**src/rtl/sertx_pkg.sv**
```systemverilog
package sertx_pkg;

  typedef enum logic [1:0] {
    FK_DATA  = 2'd0,
    FK_IDLE  = 2'd1,
    FK_BREAK = 2'd2
  } frame_kind_e;

  localparam int FRAME_MAX = 11;
  localparam int FRAME_MIN = 10;
  localparam int IDX_W     = $clog2(FRAME_MAX + 1);

endpackage

```
**src/rtl/sertx_baud.sv**
```systemverilog
module sertx_baud #(
  parameter int DIV_W = 13,
  parameter int PRE_W = 5
) (
  input  logic             clk,
  input  logic             rst,
  input  logic             load,
  input  logic             run,
  input  logic [DIV_W-1:0] div_in,
  output logic             tick
);
  localparam logic [PRE_W-1:0] PRE_LAST = {PRE_W{1'b1}};

  logic [DIV_W-1:0] div_l;
  logic [DIV_W-1:0] mod_cnt;
  logic [PRE_W-1:0] pre_cnt;
  logic [DIV_W-1:0] mod_last;

  assign mod_last = div_l - 1'b1;
  assign tick     = run && (pre_cnt == PRE_LAST) && (mod_cnt == mod_last);

  always_ff @(posedge clk) begin
    if (rst) begin
      div_l   <= '0;
      pre_cnt <= '0;
      mod_cnt <= '0;
    end else if (load) begin
      div_l   <= div_in;
      pre_cnt <= '0;
      mod_cnt <= '0;
    end else if (run) begin
      if (pre_cnt == PRE_LAST) begin
        pre_cnt <= '0;
        mod_cnt <= (mod_cnt == mod_last) ? '0 : mod_cnt + 1'b1;
      end else begin
        pre_cnt <= pre_cnt + 1'b1;
      end
    end
  end

  // a running frame always works from a non-zero captured divisor
  p_div_nonzero_r3: assert property (@(posedge clk) disable iff (rst)
    run |-> (div_l != '0));

  // captured divisor never moves while a frame runs
  p_div_locked_r9: assert property (@(posedge clk) disable iff (rst)
    (run && $past(run)) |-> $stable(div_l));

endmodule

```
**src/rtl/sertx_fmt.sv**
```systemverilog
module sertx_fmt
  import sertx_pkg::*;
#(
  parameter int DATA_W = 9
) (
  input  frame_kind_e       kind,
  input  logic              lng,
  input  logic              par_en,
  input  logic              par_odd,
  input  logic [DATA_W-1:0] data,
  output logic [FRAME_MAX-1:0] frame,
  output logic [IDX_W-1:0]  nbits
);
  logic par7;
  logic par8;

  assign par7 = (^data[6:0]) ^ par_odd;
  assign par8 = (^data[7:0]) ^ par_odd;

  always_comb begin
    nbits = lng ? IDX_W'(FRAME_MAX) : IDX_W'(FRAME_MIN);
    unique case ({lng, par_en})
      2'b00:   frame = {1'b1, 1'b1, data[7:0], 1'b0};
      2'b01:   frame = {1'b1, 1'b1, par7, data[6:0], 1'b0};
      2'b10:   frame = {1'b1, data[8:0], 1'b0};
      default: frame = {1'b1, par8, data[7:0], 1'b0};
    endcase
    if (kind == FK_IDLE)  frame = '1;
    if (kind == FK_BREAK) frame = '0;
  end

endmodule

```
**src/rtl/sertx_ctl.sv**
```systemverilog
module sertx_ctl
  import sertx_pkg::*;
(
  input  logic                 clk,
  input  logic                 rst,
  input  logic                 div_nz,
  input  logic                 tx_valid,
  input  logic                 idle_req,
  input  logic                 brk_req,
  input  logic                 tick,
  input  logic [FRAME_MAX-1:0] frame,
  input  logic [IDX_W-1:0]     nbits,
  output frame_kind_e          kind,
  output logic                 start,
  output logic                 tx_ready,
  output logic                 txd,
  output logic                 busy,
  output logic                 done
);
  logic                 run;
  logic                 brk_p;
  logic                 idle_p;
  logic [FRAME_MAX-1:0] sh;
  logic [IDX_W-1:0]     idx;
  logic [IDX_W-1:0]     nb;

  always_comb begin
    if (brk_p)       kind = FK_BREAK;
    else if (idle_p) kind = FK_IDLE;
    else             kind = FK_DATA;
  end

  assign start    = !run && div_nz && (brk_p || idle_p || tx_valid);
  assign tx_ready = !run && div_nz && !brk_p && !idle_p;
  assign busy     = run;

  always_ff @(posedge clk) begin
    if (rst) begin
      run    <= 1'b0;
      brk_p  <= 1'b0;
      idle_p <= 1'b0;
      sh     <= '1;
      idx    <= '0;
      nb     <= '0;
      txd    <= 1'b1;
      done   <= 1'b0;
    end else begin
      done   <= 1'b0;
      brk_p  <= brk_p | brk_req;
      idle_p <= idle_p | idle_req;
      if (start) begin
        run <= 1'b1;
        sh  <= frame;
        txd <= frame[0];
        idx <= '0;
        nb  <= nbits;
        if (kind == FK_BREAK)     brk_p  <= 1'b0;
        else if (kind == FK_IDLE) idle_p <= 1'b0;
      end else if (run && tick) begin
        if (idx == nb - 1'b1) begin
          run  <= 1'b0;
          txd  <= 1'b1;
          done <= 1'b1;
        end else begin
          idx <= idx + 1'b1;
          sh  <= sh >> 1;
          txd <= sh[1];
        end
      end
    end
  end

  // line rests high outside frames
  p_line_high_idle_r10: assert property (@(posedge clk) disable iff (rst)
    !run |-> txd);

  // done never lasts more than one cycle
  p_done_single_r11: assert property (@(posedge clk) disable iff (rst)
    done |=> !done);

  // line holds its value between bit-timing ticks
  p_bit_hold_r2: assert property (@(posedge clk) disable iff (rst)
    (run && $past(run) && !$past(tick) && !$past(start)) |-> $stable(txd));

  // a data frame opens with a low start bit
  p_start_low_r1: assert property (@(posedge clk) disable iff (rst)
    (start && kind == FK_DATA) |=> !txd);

endmodule

```
**src/rtl/sertx_top.sv**
```systemverilog
module sertx_top
  import sertx_pkg::*;
#(
  parameter int DIV_W  = 13,
  parameter int PRE_W  = 5,
  parameter int DATA_W = 9
) (
  input  logic              clk,
  input  logic              rst,
  input  logic [DIV_W-1:0]  cfg_div,
  input  logic              cfg_long,
  input  logic              cfg_par_en,
  input  logic              cfg_par_odd,
  input  logic              idle_req,
  input  logic              brk_req,
  input  logic [DATA_W-1:0] tx_data,
  input  logic              tx_valid,
  output logic              tx_ready,
  output logic              txd,
  output logic              busy,
  output logic              done
);
  frame_kind_e          kind;
  logic                 start;
  logic                 tick;
  logic [FRAME_MAX-1:0] frame;
  logic [IDX_W-1:0]     nbits;

  sertx_fmt #(.DATA_W(DATA_W)) u_fmt (
    .kind    (kind),
    .lng     (cfg_long),
    .par_en  (cfg_par_en),
    .par_odd (cfg_par_odd),
    .data    (tx_data),
    .frame   (frame),
    .nbits   (nbits)
  );

  sertx_baud #(.DIV_W(DIV_W), .PRE_W(PRE_W)) u_baud (
    .clk    (clk),
    .rst    (rst),
    .load   (start),
    .run    (busy),
    .div_in (cfg_div),
    .tick   (tick)
  );

  sertx_ctl u_ctl (
    .clk      (clk),
    .rst      (rst),
    .div_nz   (cfg_div != '0),
    .tx_valid (tx_valid),
    .idle_req (idle_req),
    .brk_req  (brk_req),
    .tick     (tick),
    .frame    (frame),
    .nbits    (nbits),
    .kind     (kind),
    .start    (start),
    .tx_ready (tx_ready),
    .txd      (txd),
    .busy     (busy),
    .done     (done)
  );

  // the handshake is open only between frames
  p_ready_only_idle_r10: assert property (@(posedge clk) disable iff (rst)
    tx_ready |-> !busy);

endmodule

```
**config.mk**
```make
export PLATFORM = sky130hd
export DESIGN_NAME = sertx_top
export DESIGN_NICKNAME = d
export VERILOG_FILES = /design/src/rtl/sertx_pkg.sv /design/src/rtl/sertx_baud.sv /design/src/rtl/sertx_fmt.sv /design/src/rtl/sertx_ctl.sv /design/src/rtl/sertx_top.sv
export SDC_FILE = /design/constraint.sdc
export NUM_CORES = 1
export LEC_CHECK = 0
export BUFFER_PORTS_ARGS = -buffer_cell sky130_fd_sc_hd__buf_4
export CELL_PAD_IN_SITES_DETAIL_PLACEMENT = 1
export CELL_PAD_IN_SITES_GLOBAL_PLACEMENT = 1
export CORE_MARGIN = 10
export CORE_UTILIZATION = 39
export CTS_CLUSTER_DIAMETER = 200
export DETAILED_ROUTE_END_ITERATION = 7
export GPL_ROUTABILITY_DRIVEN = 1
export GPL_TIMING_DRIVEN = 0
export PLACE_DENSITY = 0.83
export SLEW_MARGIN = 20
export SYNTH_ARGS = -nofsm -noshare
export SYNTH_HDL_FRONTEND = slang
export SYNTH_SLANG_ARGS = --single-unit
```
**constraint.sdc**
```tcl
create_clock -name clk -period 2.65 [get_ports clk]
set_input_delay 0.1325 -clock clk [delete_from_list [all_inputs] [get_ports clk]]
set_output_delay 0.1325 -clock clk [all_outputs]
set_load 0.05 [all_outputs]
```
==> impl_results.md <==
- Status: complete, but fails checks
- Failing checks: negative setup slack
- Fill cell count: 884
- Vias: 2864
- Slew headroom: between 50% and 60%
- Synth Flop Type: dfxtp_1
- Slew Viols, Final: 0
- # setup viols final: 30
- Initial DRT Pass Iterations: 4
- Clk_lat worst skew: about 0.32 ns
- Min Clock Period, post-route: 2.945 ns
- IO buf count: 32
- Routed WL per cell: 18.52 um
- Final WS setup: -0.2948 ns
- Synthesized area: 2888 sq um
- Synth top cells by count: dfxtp_1 (52), nand2_1 (42), nor2_1 (28), a21oi_1 (26)
- DP Cell Count: 491
- RePlAce Congestion: 0.8385
- Hold Path Class: input pin to flip-flop
- Crit path launch type: flip-flop
- Flops & latches, synth: 52
- Final HPWL DP: 6.410 mm
- RSZ-0062 raised after global routing: yes
- Final wirelength: 9.372 mm
- Mapped Cells: 360
- Final period utilization: 111.1%
- GRT Total Usage: between 10% and 20%
- Chip Height: 106.1 um
- Sequential fraction of the synthesis area: 36.05%
- Core Footprint: 7214 sq um
- Antenna violations before repair: 0
- Post-DRT Antenna Nets: 0
- DR DRC count: 0
- Clk sink count: 52
- F_max: approximately 340 MHz
- Die Width: 106.1 um
- Vias/cell: 5.660
- H-tree depth: 2
- Number of max-cap violations: 0
- Net Count, Synth: 397
- Clk buf depth: 2
- Syn Area/Cell: 8.022 sq um
- Fin Clk Skew: 0.007668 ns
- Multi-input logic area: 1981 sq um
- Leakage: 1.380 nW
- Largest net degree at the start of global routing: 17
- Reg clk slew, reported paths: ~0.1 ns
- TritonCTS Buffers: 5
- Slew @ Worst Pin: 0.6827 ns
- # IOs: 34
- Top cell type's share of synthesized area: 36.05%
- Dpl ws: -0.4339 ns
- Count of different cell masters after synthesis: 51
- First-pass GRT wire length: 15.15 mm
- FFs w/ async S/R, synth: 0%
- Most common cell in the netlist: dfxtp_1
- Crit path DAT: 3.20 ns
- Critical path class: flip-flop to flip-flop
- Total gr overflow: 0
- Final Hold Vio Count: 0
- Layout Nets: 443
- CP Data Required Time: 2.90 ns
- Top area cells in the synthesized netlist: dfxtp_1 (36%), xnor2_1 (6.1%), nand2_1 (5.5%)
- Root Driver: clkbuf_8
- CP Max Fanout: 6
- # diodes: 0
- Starting Density: between 40% and 50%
- Die Area: 11250 sq um
- Total number of yosys warnings: 0
- Row count: 31
- P&R area growth vs syn: 30.42%
- CTS tree: done
- Worst setup EP type: flip-flop
- Final Non-Filler Cells: 506
- Layout cells sized above 1: 24.57%
- Register Area: 1054 sq um
- Post-synth EDFFs: 0
- Vias in the first global route: 3053
- PwrDens: around 510 nW/um^2
- Number of DRC markers in iteration 0: between 100 and 150
- Cell taking the most area after synthesis: dfxtp_1
- Maximum VDD drop: ~0.3 mV
==> report_power, final <==
| part | switching (W) | leakage [nW] | internal (W) |
|---|---|---|---|
| Combinational | 0.000270 | 0.898 | 0.000208 |
| Clock | 0.000286 | 0.0541 | 0.000280 |
| Sequential | 0.0000580 | 0.428 | 0.000828 |
| Total | 0.000614 | 1.38 | 0.00132 |
==> worst paths after layout <==
kind | startpoint | to | slack [ns] | depth (start not counted)
setup / recovery | u_baud.div_l[1] | u_ctl.sh[8] | -0.29 | 8
hold / removal | cfg_div[10] | u_baud.div_l[10] | 0.06 | 3
setup reg to reg | u_baud.div_l[1] | u_ctl.sh[8] | -0.29 | 8
hold reg to reg | u_baud.div_l[12] | u_baud.div_l[12] | 0.49 | 2
==> metal layers <==
layer | vias up | track usage [%] | wire [um]
met5 | - | 0 | 0
met4 | 0 | 4.739 | 159
met3 | 17 | 2.717 | 235
met2 | 50 | 29.46 | 4944
met1 | 1417 | 18.61 | 4032
li1 | 1380 | - | -
==> repair_timing <==
item                                    4_1_cts  5_1_grt
gates cloned                                  3        0
buffers inserted                              4        4
gates resized for setup                      45       26
pin swaps                                    14        6
hold buffers                                  0        0
endpoints found under the setup margin       30       35
==> registers in the layout (all words and copies together) (netlist names) <==
| signal | count |
|---|---|
| u_ctl.txd | 1 |
| u_baud.mod_cnt | 13 |
| u_ctl.sh | 10 |
| u_ctl.done | 1 |
| u_ctl.brk_p | 1 |
| u_baud.pre_cnt | 5 |
| u_ctl.busy | 1 |
| u_ctl.nb | 2 |
| u_baud.div_l | 13 |
| u_ctl.idx | 4 |
| u_ctl.idle_p | 1 |
==> layout make-up <==
cell class	instances	share of cell area, %
flip-flops and latches	52	27.97
inverters	7	0.7641
well taps	99	3.289
clock inverters	3	1.130
multi-input cells	279	52.59
clock buffers	5	1.827
repair buffers	42	9.302
plain buffers	19	3.123
==> cell usage in the layout, fill, tap and decap left out, drive strengths merged, types with 2 or more instances in the layout <==
cell and count:
dfxtp 52, buf 46, nand2 42, nor2 30, a21oi 26, xnor2 20, clkbuf 20, xor2 18
nor3 17, nand3 14, o21ai 12, o21a 7, ha 7, inv 7, nand2b 6, nand4 6
a211oi 6, or4 6, and3 5, o21bai 5, a32oi 5, nor4 5, a31oi 4, o31ai 4
nand3b 3, mux2i 3, or3 3, o31a 2, and2 2, nor3b 2, nor4b 2
==> cell families (layout without fill, tap and decap cells) <==
group	Yosys count	in the layout	share of synthesized area, %
fa+ha+maj	7	7	3.033
xor+xnor	38	38	11.53
buf+inv	30	76	3.943
flops	52	52	36.05
mux	3	3	1.040
compound gates	82	82	18.63
simple gates	148	149	25.78
==> through the flow <==
stage | util (%) | hold slack [ns] | instance area [sq um] | setup TNS (ns) | total power [W]
after floorplan | - | 0.2609 | 2928 | 0 | 0.001176
after global placement | 45.63 | 0.3912 | 3292 | -5.905 | 0.001288
after detailed placement | 45.63 | 0.3999 | 3292 | -8.785 | 0.001313
after CTS | 50.52 | 0.05623 | 3645 | -3.695 | 0.001900
after global routing | 52.20 | 0.05584 | 3766 | -6.889 | 0.002012
final | 52.20 | 0.05662 | 3766 | -4.623 | 0.001930
==> worst max-delay path: stages (launching register included) <==
cell and delay, ns:
dfxtp_4 0.38, or4_4 0.57, nor2_4 0.13, o21ai_2 0.08, or4_4 0.54, or4_4 0.53
buf_8 0.18, or3_1 0.30, a21oi_1 0.16
(Power assumes the default switching activity.)
